$ cat src/rtl/fanb_pkg.sv
package fanb_pkg;
   // requested / current state of one bridge leg
   typedef enum logic [1:0] {
      LEG_OFF = 2'd0,
      LEG_HI  = 2'd1,
      LEG_LO  = 2'd2
   } leg_e;
endpackage

$ cat src/rtl/fanb_hall_filter.sv
module fanb_hall_filter #(
   parameter int unsigned FILT_CYC = 20
) (
   input  logic clk,
   input  logic rst_n,
   input  logic hall_in,
   output logic hall_q,
   output logic acc_q
);
   generate
      if (FILT_CYC < 1) begin : g_bad_filt
         $error("fanb_hall_filter: FILT_CYC must be at least 1");
      end

      if (FILT_CYC == 1) begin : g_direct
         always_ff @(posedge clk or negedge rst_n) begin
            if (!rst_n) begin
               hall_q <= 1'b0;
               acc_q  <= 1'b0;
            end else begin
               acc_q  <= (hall_in != hall_q);
               hall_q <= hall_in;
            end
         end
      end else begin : g_count
         localparam int unsigned CW = $clog2(FILT_CYC);
         localparam logic [CW-1:0] LAST = CW'(FILT_CYC - 1);
         logic [CW-1:0] run_q;

         always_ff @(posedge clk or negedge rst_n) begin
            if (!rst_n) begin
               hall_q <= 1'b0;
               acc_q  <= 1'b0;
               run_q  <= '0;
            end else begin
               acc_q <= 1'b0;
               if (hall_in == hall_q) begin
                  run_q <= '0;
               end else if (run_q == LAST) begin
                  hall_q <= hall_in;
                  acc_q  <= 1'b1;
                  run_q  <= '0;
               end else begin
                  run_q <= run_q + 1'b1;
               end
            end
         end
      end
   endgenerate

   // the accepted state only ever moves to the level just sampled
   assert_filter_follows_R6: assert property (@(posedge clk) disable iff (!rst_n)
      !$stable(hall_q) |-> (hall_q == $past(hall_in)));
endmodule

$ cat src/rtl/fanb_recirc_timer.sv
module fanb_recirc_timer #(
   parameter int unsigned REC_CYC = 500
) (
   input  logic clk,
   input  logic rst_n,
   input  logic trip_in,
   output logic src_en
);
   localparam int unsigned CW = $clog2(REC_CYC + 1);
   localparam logic [CW-1:0] LOAD = CW'(REC_CYC - 1);

   generate
      if (REC_CYC < 1) begin : g_bad_rec
         $error("fanb_recirc_timer: REC_CYC must be at least 1");
      end
   endgenerate

   logic [CW-1:0] left_q;

   always_ff @(posedge clk or negedge rst_n) begin
      if (!rst_n) begin
         src_en <= 1'b1;
         left_q <= '0;
      end else if (src_en) begin
         if (trip_in) begin
            src_en <= 1'b0;
            left_q <= LOAD;
         end
      end else if (left_q != '0) begin
         left_q <= left_q - 1'b1;
      end else begin
         src_en <= 1'b1;
      end
   end

   // a trip while enabled clears the source latch on that edge
   assert_trip_clears_R3: assert property (@(posedge clk) disable iff (!rst_n)
      (trip_in && src_en) |=> !src_en);
endmodule

$ cat src/rtl/fanb_leg_dt.sv
module fanb_leg_dt
   import fanb_pkg::*;
#(
   parameter int unsigned DEAD_CYC = 10
) (
   input  logic clk,
   input  logic rst_n,
   input  leg_e req,
   output logic hi,
   output logic lo
);
   localparam int unsigned CW = $clog2(DEAD_CYC + 1);
   localparam logic [CW-1:0] LOAD = CW'(DEAD_CYC - 1);
   localparam logic [CW-1:0] FULL = CW'(DEAD_CYC);

   generate
      if (DEAD_CYC < 1) begin : g_bad_dead
         $error("fanb_leg_dt: DEAD_CYC must be at least 1");
      end
   endgenerate

   leg_e          cur_q;
   logic [CW-1:0] gap_q;

   always_ff @(posedge clk or negedge rst_n) begin
      if (!rst_n) begin
         cur_q <= LEG_OFF;
         gap_q <= LOAD;
      end else if (cur_q != LEG_OFF && req != cur_q) begin
         cur_q <= LEG_OFF;
         gap_q <= LOAD;
      end else if (cur_q == LEG_OFF) begin
         if (gap_q != '0) gap_q <= gap_q - 1'b1;
         else if (req != LEG_OFF) cur_q <= req;
      end
   end

   assign hi = (cur_q == LEG_HI);
   assign lo = (cur_q == LEG_LO);

   // checker: cycles each switch has been off, saturating at DEAD_CYC
   logic [CW-1:0] hi_off_q, lo_off_q;
   always_ff @(posedge clk or negedge rst_n) begin
      if (!rst_n) begin
         hi_off_q <= '0;
         lo_off_q <= '0;
      end else begin
         hi_off_q <= hi ? '0 : ((hi_off_q == FULL) ? FULL : hi_off_q + 1'b1);
         lo_off_q <= lo ? '0 : ((lo_off_q == FULL) ? FULL : lo_off_q + 1'b1);
      end
   end

   assert_hi_dead_R2: assert property (@(posedge clk) disable iff (!rst_n)
      $rose(hi) |-> (lo_off_q >= FULL));
   assert_lo_dead_R2: assert property (@(posedge clk) disable iff (!rst_n)
      $rose(lo) |-> (hi_off_q >= FULL));
endmodule

$ cat src/rtl/fan_bridge_ctrl.sv
module fan_bridge_ctrl
   import fanb_pkg::*;
#(
   parameter int unsigned FILT_CYC = 20,
   parameter int unsigned DEAD_CYC = 10,
   parameter int unsigned REC_CYC  = 500
) (
   input  logic clk,
   input  logic rst_n,
   input  logic hall_in,
   input  logic speed_on,
   input  logic trip_in,
   input  logic early_decay,
   input  logic flt_temp,
   input  logic flt_vbb,
   input  logic flt_vcp,
   output logic gate_ha,
   output logic gate_la,
   output logic gate_hb,
   output logic gate_lb,
   output logic fg
);
   localparam int unsigned NLEG = 2;
   localparam int unsigned BW   = $clog2(DEAD_CYC + 1);
   localparam logic [BW-1:0] BLOAD = BW'(DEAD_CYC - 1);

   logic hall_f, hall_acc, src_en;
   logic early_q;
   logic [BW-1:0] blank_q;
   logic blank, drive, fault_any;
   logic [NLEG-1:0] leg_hi, leg_lo;

   fanb_hall_filter #(.FILT_CYC(FILT_CYC)) u_filt (
      .clk(clk), .rst_n(rst_n), .hall_in(hall_in),
      .hall_q(hall_f), .acc_q(hall_acc)
   );

   fanb_recirc_timer #(.REC_CYC(REC_CYC)) u_recirc (
      .clk(clk), .rst_n(rst_n), .trip_in(trip_in), .src_en(src_en)
   );

   // commutation blank and early slow-decay latch
   always_ff @(posedge clk or negedge rst_n) begin
      if (!rst_n) begin
         blank_q <= '0;
         early_q <= 1'b0;
      end else begin
         if (hall_acc) blank_q <= BLOAD;
         else if (blank_q != '0) blank_q <= blank_q - 1'b1;

         if (hall_acc) early_q <= 1'b0;
         else if (early_decay) early_q <= 1'b1;
      end
   end

   assign fault_any = flt_temp | flt_vbb | flt_vcp;
   assign blank     = hall_acc | (blank_q != '0);
   assign drive     = speed_on & src_en & ~early_q & ~blank;

   genvar i;
   generate
      for (i = 0; i < NLEG; i++) begin : g_leg
         // leg 0 (A) sources for Hall state 1, leg 1 (B) for state 0
         localparam bit SRC_STATE = (i == 0);
         leg_e req;

         always_comb begin
            if (fault_any)                             req = LEG_OFF;
            else if (drive && (hall_f == SRC_STATE))   req = LEG_HI;
            else                                       req = LEG_LO;
         end

         fanb_leg_dt #(.DEAD_CYC(DEAD_CYC)) u_leg (
            .clk(clk), .rst_n(rst_n), .req(req),
            .hi(leg_hi[i]), .lo(leg_lo[i])
         );
      end
   endgenerate

   assign gate_ha = leg_hi[0];
   assign gate_la = leg_lo[0];
   assign gate_hb = leg_hi[1];
   assign gate_lb = leg_lo[1];
   assign fg      = hall_f;

   // any fault empties the bridge on the next edge
   assert_fault_off_R7: assert property (@(posedge clk) disable iff (!rst_n)
      fault_any |=> !(gate_ha || gate_la || gate_hb || gate_lb));

   // high-side choice agrees with the Hall state seen a cycle earlier
   assert_diag_a_R1: assert property (@(posedge clk) disable iff (!rst_n)
      gate_ha |-> ($past(fg) && !gate_hb));
   assert_diag_b_R1: assert property (@(posedge clk) disable iff (!rst_n)
      gate_hb |-> (!$past(fg) && !gate_ha));

   // the edge after an fg change has both high-side switches off
   assert_comm_blank_R10: assert property (@(posedge clk) disable iff (!rst_n)
      !$stable(fg) |=> !(gate_ha || gate_hb));
endmodule

$ cat config.mk
export PLATFORM = sky130hd
export DESIGN_NAME = fan_bridge_ctrl
export DESIGN_NICKNAME = d
export VERILOG_FILES = /design/src/rtl/fanb_pkg.sv /design/src/rtl/fanb_hall_filter.sv /design/src/rtl/fanb_recirc_timer.sv /design/src/rtl/fanb_leg_dt.sv /design/src/rtl/fan_bridge_ctrl.sv
export SDC_FILE = /design/constraint.sdc
export NUM_CORES = 1
export LEC_CHECK = 0
export ABC_AREA = 0
export BUFFER_PORTS_ARGS = -buffer_cell sky130_fd_sc_hd__clkbuf_2
export CAP_MARGIN = 0
export CORE_UTILIZATION = 59
export DETAILED_ROUTE_END_ITERATION = 8
export PLACE_DENSITY = 0.78
export SYNTH_ARGS = -nofsm -noshare
export SYNTH_HDL_FRONTEND = slang
export SYNTH_SLANG_ARGS = --single-unit
$ cat constraint.sdc
create_clock -name clk -period 2.7 [get_ports clk]
set_clock_uncertainty 0.2 [all_clocks]
set_input_delay 0 -clock clk [delete_from_list [all_inputs] [get_ports clk]]
set_output_delay 0 -clock clk [all_outputs]
set_load 0.05 [all_outputs]
== After elaboration in Yosys (flattened, before gate mapping) ==
Index checks and enable logic that the tools add are counted.

* Flip-flop bits (word level): 34
* Input port bits: 9
* Output and inout port bits: 5
* Word-level logic and storage cells: 98

* Add/sub/neg operators: 5
* Equal/unequal tests: 11
* Multiplexer cells: 32
* Bitwise logic cells: 10
* Reductions and logical operators: 29

{| class="wikitable"
|+ Operators with widths
! cell !! count
|-
| $mux 4 || 8
|-
| $mux 9 || 3
|-
| $reduce_bool 2->1 || 13
|-
| $mux 2 || 12
|-
| $reduce_bool 4->1 || 3
|-
| $sub 4x1->4 const B || 3
|-
| $mux 5 || 2
|-
| $reduce_bool 9->1 || 1
|-
| $sub 9x1->9 const B || 1
|-
| $reduce_and 2->1 || 4
|-
| $mux 1 || 7
|-
| $reduce_and 3->1 || 2
|-
| $add 5x1->5 const B || 1
|-
| $eq 5x5->1 const B || 1
|-
| $eq 2x1->1 const B || 2
|-
| $eq 2x2->1 const B || 2
|-
| $logic_and 1x1->1 || 4
|-
| $logic_not 2->1 || 2
|-
| $ne 2x1->1 const B || 2
|-
| $ne 2x2->1 || 2
|-
| $not 1->1 || 4
|-
| $and 1x1->1 || 3
|-
| $or 1x1->1 || 3
|-
| $ne 2x2->1 const B || 1
|-
| $eq 1x1->1 || 1
|}

== Logic depth before layout (Yosys ltp) ==
* Depth in word-level cells: 12
* Gate-level depth with buffers: 6
* Mapped depth without buffers: 6

== Hierarchy ==
From an unflattened synthesis, not the netlist that was laid out.

* Cell total of the unflattened synthesis: 199
* Area total of the unflattened synthesis: 1946.9 um^2

{| class="wikitable"
|+ By module, submodules not included
! module !! instances !! cells each !! area each (um^2) !! sequential area each (um^2)
|-
| fanb_recirc_timer || 1 || 60 || 560.5 || 251.5
|-
| fanb_leg_dt (g_leg[0].u_leg) || 1 || 41 || 381.6 || 152.6
|-
| fanb_leg_dt (g_leg[1].u_leg) || 1 || 40 || 379.1 || 152.6
|-
| fanb_hall_filter || 1 || 27 || 322.8 || 175.2
|-
| fan_bridge_ctrl || 1 || 31 || 302.8 || 125.1
|}

== Worst setup path after synthesis ==
No wires, ideal clock.

* Path type: register -> register
* Start: register g_leg[0].u_leg.cur_q[0]
* End: register g_leg[0].u_leg.gap_q[2]
* Library setup time: 0.123 ns
* Arrival time: 1.891 ns
* Required time: 2.377 ns
* Slack: 0.486 ns
* Stages on the path, launching flop included: 5
* Path buffers: 0
* Period minus slack after synthesis: 2.214 ns
* Cells stage by stage: dfrtp_1 nor2b_1 and4_4 nor4b_1 o221a_1

* Longest elaborated chain between the ends: 4
* Elaborated cells on any way between the ends: 8
* Those cells by class: 1 x eq/ne; 1 x mux; 6 x reduce/logical

{| class="wikitable"
|+ RTL lines
! what !! RTL line !! RTL
|-
| from (decl) || fanb_leg_dt.sv:22 || <nowiki>leg_e cur_q;</nowiki>
|-
| from (signal assigned) || fanb_leg_dt.sv:34 || <nowiki>else if (req != LEG_OFF) cur_q <= req;</nowiki>
|-
| $ne 2x2->1 / $reduce_bool 2->1 (equally long branches) || fanb_leg_dt.sv:29 || <nowiki>end else if (cur_q != LEG_OFF && req != cur_q) begin</nowiki>
|-
| $logic_and 1x1->1 || fanb_leg_dt.sv:29 ||
|-
| $reduce_bool 2->1 (no source line) || -- ||
|-
| $reduce_and 2->1 (no source line) || -- ||
|-
| to (signal assigned) || fanb_leg_dt.sv:33 || <nowiki>if (gap_q != '0) gap_q <= gap_q - 1'b1;</nowiki>
|-
| to (decl) || fanb_leg_dt.sv:23 || <nowiki>logic [CW-1:0] gap_q;</nowiki>
|}

Parallel ways exist; a longest one is shown, timed or not.
A chain may end at the register's enable or synchronous reset.

== Worst setup path after layout ==
* Start: input flt_vcp
* End: register g_leg[1].u_leg.cur_q[0]

* Longest elaborated chain between the ends: 6
* Elaborated cells on any way between the ends: 13
* Those cells by class: 2 x eq/ne; 5 x mux; 1 x bitwise; 5 x reduce/logical

{| class="wikitable"
|+ RTL lines
! what !! RTL line !! RTL
|-
| from (decl) || fan_bridge_ctrl.sv:16 || <nowiki>input logic flt_vcp,</nowiki>
|-
| $or 1x1->1 (*) || fan_bridge_ctrl.sv:56 || <nowiki>assign fault_any = flt_temp | flt_vbb | flt_vcp;</nowiki>
|-
| $mux 2 (*) || fan_bridge_ctrl.sv:68 || <nowiki>if (fault_any) req = LEG_OFF;</nowiki>
|-
| $ne 2x2->1 / $mux 2 (equally long branches) || fanb_leg_dt.sv:29, fanb_leg_dt.sv:34 ||
|-
| $logic_and 1x1->1 / $mux 2 (equally long branches) || fanb_leg_dt.sv:29, fanb_leg_dt.sv:33 ||
|-
| $ne 2x1->1 (no source line) (tied with other cells) || -- ||
|-
| $reduce_and 3->1 (no source line) / $mux 2 (equally long branches) || -- ||
|-
| to (signal assigned) || fanb_leg_dt.sv:34 ||
|-
| to (decl) || fanb_leg_dt.sv:22 ||
|}

Every way passes the cells marked *; elsewhere a longest branch is shown, timed or not. The select of a mux whose other input is x is not followed.

==> flow_metrics.tcl <==
set metrics [dict create \
    outcome "complete, no violations" \
    synth-async-reset-ratio_pct 100.0 \
    relSlewSlack_pct 43.50 \
    drv_slew 0 \
    synth_cells 190 \
    rr_worst_depth 6 \
    finalWorstSetupSlack_ns 0.1610 \
    irDropWorstVdd_mv 0.3860 \
    grt_pass1_wl_mm 6.982 \
    ys_seq_area_share_pct 43.97 \
    critPathLaunchType "primary input" \
    port_buffers 13 \
    setup-violations-final 0 \
    drt_iter0_drc 148 \
    num_io_pins 14 \
    synth_edf_count 0 \
    core_mm2 0.003103 \
    finalSetupTns_ns 0 \
    criticalPathCategory "in2reg" \
    rrSetupSlack_ns 0.51 \
    slowest_stage "dlygate4sd3_1" \
    synthToLayoutAreaGrowth_pct 13.22 \
    ys_warn_count 0 \
    cts_hold_buf 10 \
    dp_slack_ns 0.5429 \
    critPathLaunch "flt_vcp" \
    cts_tree "built" \
    synth_area_per_cell_um2 10.26 \
    grt_max_degree 35 \
    rsz0062_at_grt "no" \
    synth_flop_cell "dfrtp_1" \
    pwr_density_cell_mw_per_mm2 821.7 \
    crit_path_max_fanout 6 \
    clockRootBuffer "clkbuf_4" \
    cp.depth 7 \
    drive_gt1_share_pct 18.26 \
    worstPathRequired_ns 2.80 \
    p_leak_nw 0.9326 \
    ff_latch_area_um2 857.1 \
    fp.dieArea_mm2 0.003538 \
    first_pass_iters 4 \
    grtUsageTotal_pct 27.20 \
    cp.arrival_ns 2.64 \
    clk_path_buf_depth 2 \
    post-route-period-util_pct 94.04 \
    hpwl_mm 2.813 \
    path_clk_slew_ns 0.12 \
    synthTopCellsByArea "dfrtp_1 (37%), dfstp_2 (6.7%), ha_1 (4.5%), nor2_1 (3.5%), inv_1 (2.5%)" \
    hold_class "in2reg" \
    start_util_pct 62.82 \
    worst_pin_slew_ns 0.8475 \
    numCtsBuffers 5 \
    wl_mm 4.105 \
    synth_cell_types 50 \
    fill_cells 247 \
    grt-ovfl-total 0 \
    mappedNetlistArea_mm2 0.001949 \
    fin_crit_ns 2.539 \
    num-nets-final 234 \
    antenna_found_initial 0 \
    ant_nets 0 \
    die_w_um 59.48 \
    place_congestion 0.8139 \
    final_hold_viol_count 0 \
    multi_input_area_mm2 0.001021 \
    cp_num_buf_inv 4 \
    via_count 1589 \
    synthDominantCellAreaShare_pct 37.23 \
    clock_latency_ns 0.36 \
    yosys.area.top_type "dfrtp_1" \
    final_util_pct 71.13 \
    placed_area_mm2 0.002047 \
    cts_setup_buffers 0 \
    final_cell_area_mm2 0.002207 \
    die_h_um 59.48 \
    end_kind "flip-flop" \
    drc_errors 0 \
    rows 20 \
    crit_family "buffers and inverters" \
    syn_nets 206 \
    crit_end "g_leg[1].u_leg.cur_q[0]$_DFFE_PN0P_" \
    synth-seq-cells 34 \
    crit_chain "dlygate4sd3_1 > clkbuf_2 > nor3_1 > dlygate4sd3_1 > nand3_1 > dlygate4sd3_1 > nor2_1" \
    path_common_cell "dlygate4sd3_1" \
    clock-sinks 34 \
    vias_per_cell 6.042 \
    cts_max_level 2 \
    wl_per_cell_um 15.61 \
    cts_resized 0 \
    cpPeakStageDelay_ns 0.68 \
    r2r-start "blank_q[0]$_DFFE_PN0P_" \
    grt_pass1_vias 1532 \
    clock.fmax_mhz 393.9 \
    critical_path.reg2reg.endpoint "g_leg[1].u_leg.gap_q[3]$_DFFE_PN1P_" \
    n_antenna_cell 0 \
    maxCapViolCount 0 \
]
==> where the power goes <==
| part | leakage [nW] | total, mW | internal (mW) | switching, mW |
|---|---|---|---|---|
| registers | 0.410 | 0.864 | 0.697 | 0.167 |
| logic | 0.488 | 0.643 | 0.315 | 0.327 |
| clock network | 0.0353 | 0.307 | 0.126 | 0.181 |
| total | 0.933 | 1.81 | 1.14 | 0.675 |
==> cells by family (layout without fill, tap and decap cells) <==
group,count (synthesis),count (layout),share of synthesized area [%]
mux,5,5,2.696
fa+ha+maj,7,7,4.493
buf+inv,15,44,3.659
xor+xnor,4,4,1.797
simple gates,86,86,26.96
compound gates,39,39,16.43
flops,34,34,43.97
==> synth_stat cells (all sizes together), types with 3 or more instances <==
master,n
a21oi,4
dfstp,5
nor3,6
nor2,18
a211o,5
nand2,13
mux2i,3
o21ai,8
a211oi,5
ha,7
nand2b,5
or4,5
nand4,3
nand3,7
dfrtp,29
xnor2,4
o31ai,6
or3,6
or2,4
inv,13
nor2b,4
==> worst min path at each step <==
stage          startpoint  cells past startpoint                                  end  slack [ns]
2_1_floorplan       rst_n                      0               blank_q[0]$_DFFE_PN0P_       -0.50
3_3_place_gp        rst_n                      1  g_leg[0].u_leg.gap_q[2]$_DFFE_PN0P_       -0.08
3_5_place_dp        rst_n                      1  g_leg[0].u_leg.gap_q[2]$_DFFE_PN0P_       -0.06
4_1_cts           flt_vbb                      5  g_leg[1].u_leg.gap_q[0]$_DFFE_PN1P_       0.009
5_1_grt           flt_vbb                      5  g_leg[1].u_leg.gap_q[0]$_DFFE_PN1P_        0.07
6_report          flt_vbb                      5  g_leg[1].u_leg.gap_q[0]$_DFFE_PN1P_        0.02
==> sequential cells by signal, summed over array words and instances, names as in the netlist <==
name / cells
blank_q: 4
u_recirc.left_q: 9
u_recirc.src_en: 1
u_filt.hall_q: 1
g_leg.u_leg.cur_q: 4
u_filt.g_count.run_q: 5
u_filt.acc_q: 1
g_leg.u_leg.gap_q: 8
early_q: 1
==> placed cells by master, fill, tap and decap left out, types with 3 or more instances in the layout <==
cell / Yosys / routed
ha_1: 7 / 7
o31ai_1: 5 / 5
nand4_1: 3 / 3
mux2i_1: 3 / 3
inv_1: 13 / 13
dlygate4sd3_1: 0 / 10
dfstp_2: 5 / 5
a211oi_1: 4 / 4
nor2_1: 18 / 18
nand2_1: 13 / 13
nor3_1: 6 / 6
o21ai_0: 6 / 6
xnor2_1: 4 / 4
nand3_1: 7 / 7
nor2b_1: 4 / 4
or4_1: 5 / 5
a211o_1: 5 / 5
or2_2: 3 / 3
clkbuf_2: 0 / 13
nand2b_1: 5 / 5
dfrtp_1: 29 / 29
a21oi_1: 4 / 4
clkbuf_4: 0 / 5
or3_1: 5 / 5
==> cell type report <==
type | instances | area share, %
Multi-Input combinational cell | 141 | 46.26
Clock inverter | 1 | 0.2268
Clock buffer | 7 | 2.494
Tap cell | 44 | 2.494
Inverter | 13 | 2.211
Timing Repair Buffer | 23 | 7.483
Sequential cell | 34 | 38.83
==> per-stage QoR <==
step | std cells | power [mW] | hold WS [ns]
2_1_floorplan | 190 | 1.327 | -0.4956
4_1_cts | 263 | 1.808 | 0.009268
3_5_place_dp | 245 | 1.494 | -0.05806
6_report | 263 | 1.814 | 0.02248
5_1_grt | 263 | 1.951 | 0.06769
3_3_place_gp | 245 | 1.432 | -0.07515
==> metal layers <==
metal	up-vias	share of wire [%]	track usage (%)
li1	763	-	-
met1	786	44	31.88
met2	29	50	46.71
met3	11	3.3	6.769
met4	0	2.7	12.24
met5	-	0	0
==> tightest hold or removal path, delay by kind of cell <==
kind	cells	cell delay (ns)
and+or+nand+nor	2	0.25
AOI/OAI and AO/OA	2	0.17
buffers and inverters	1	0.10
Note: power is estimated with default switching activity, not from simulation.
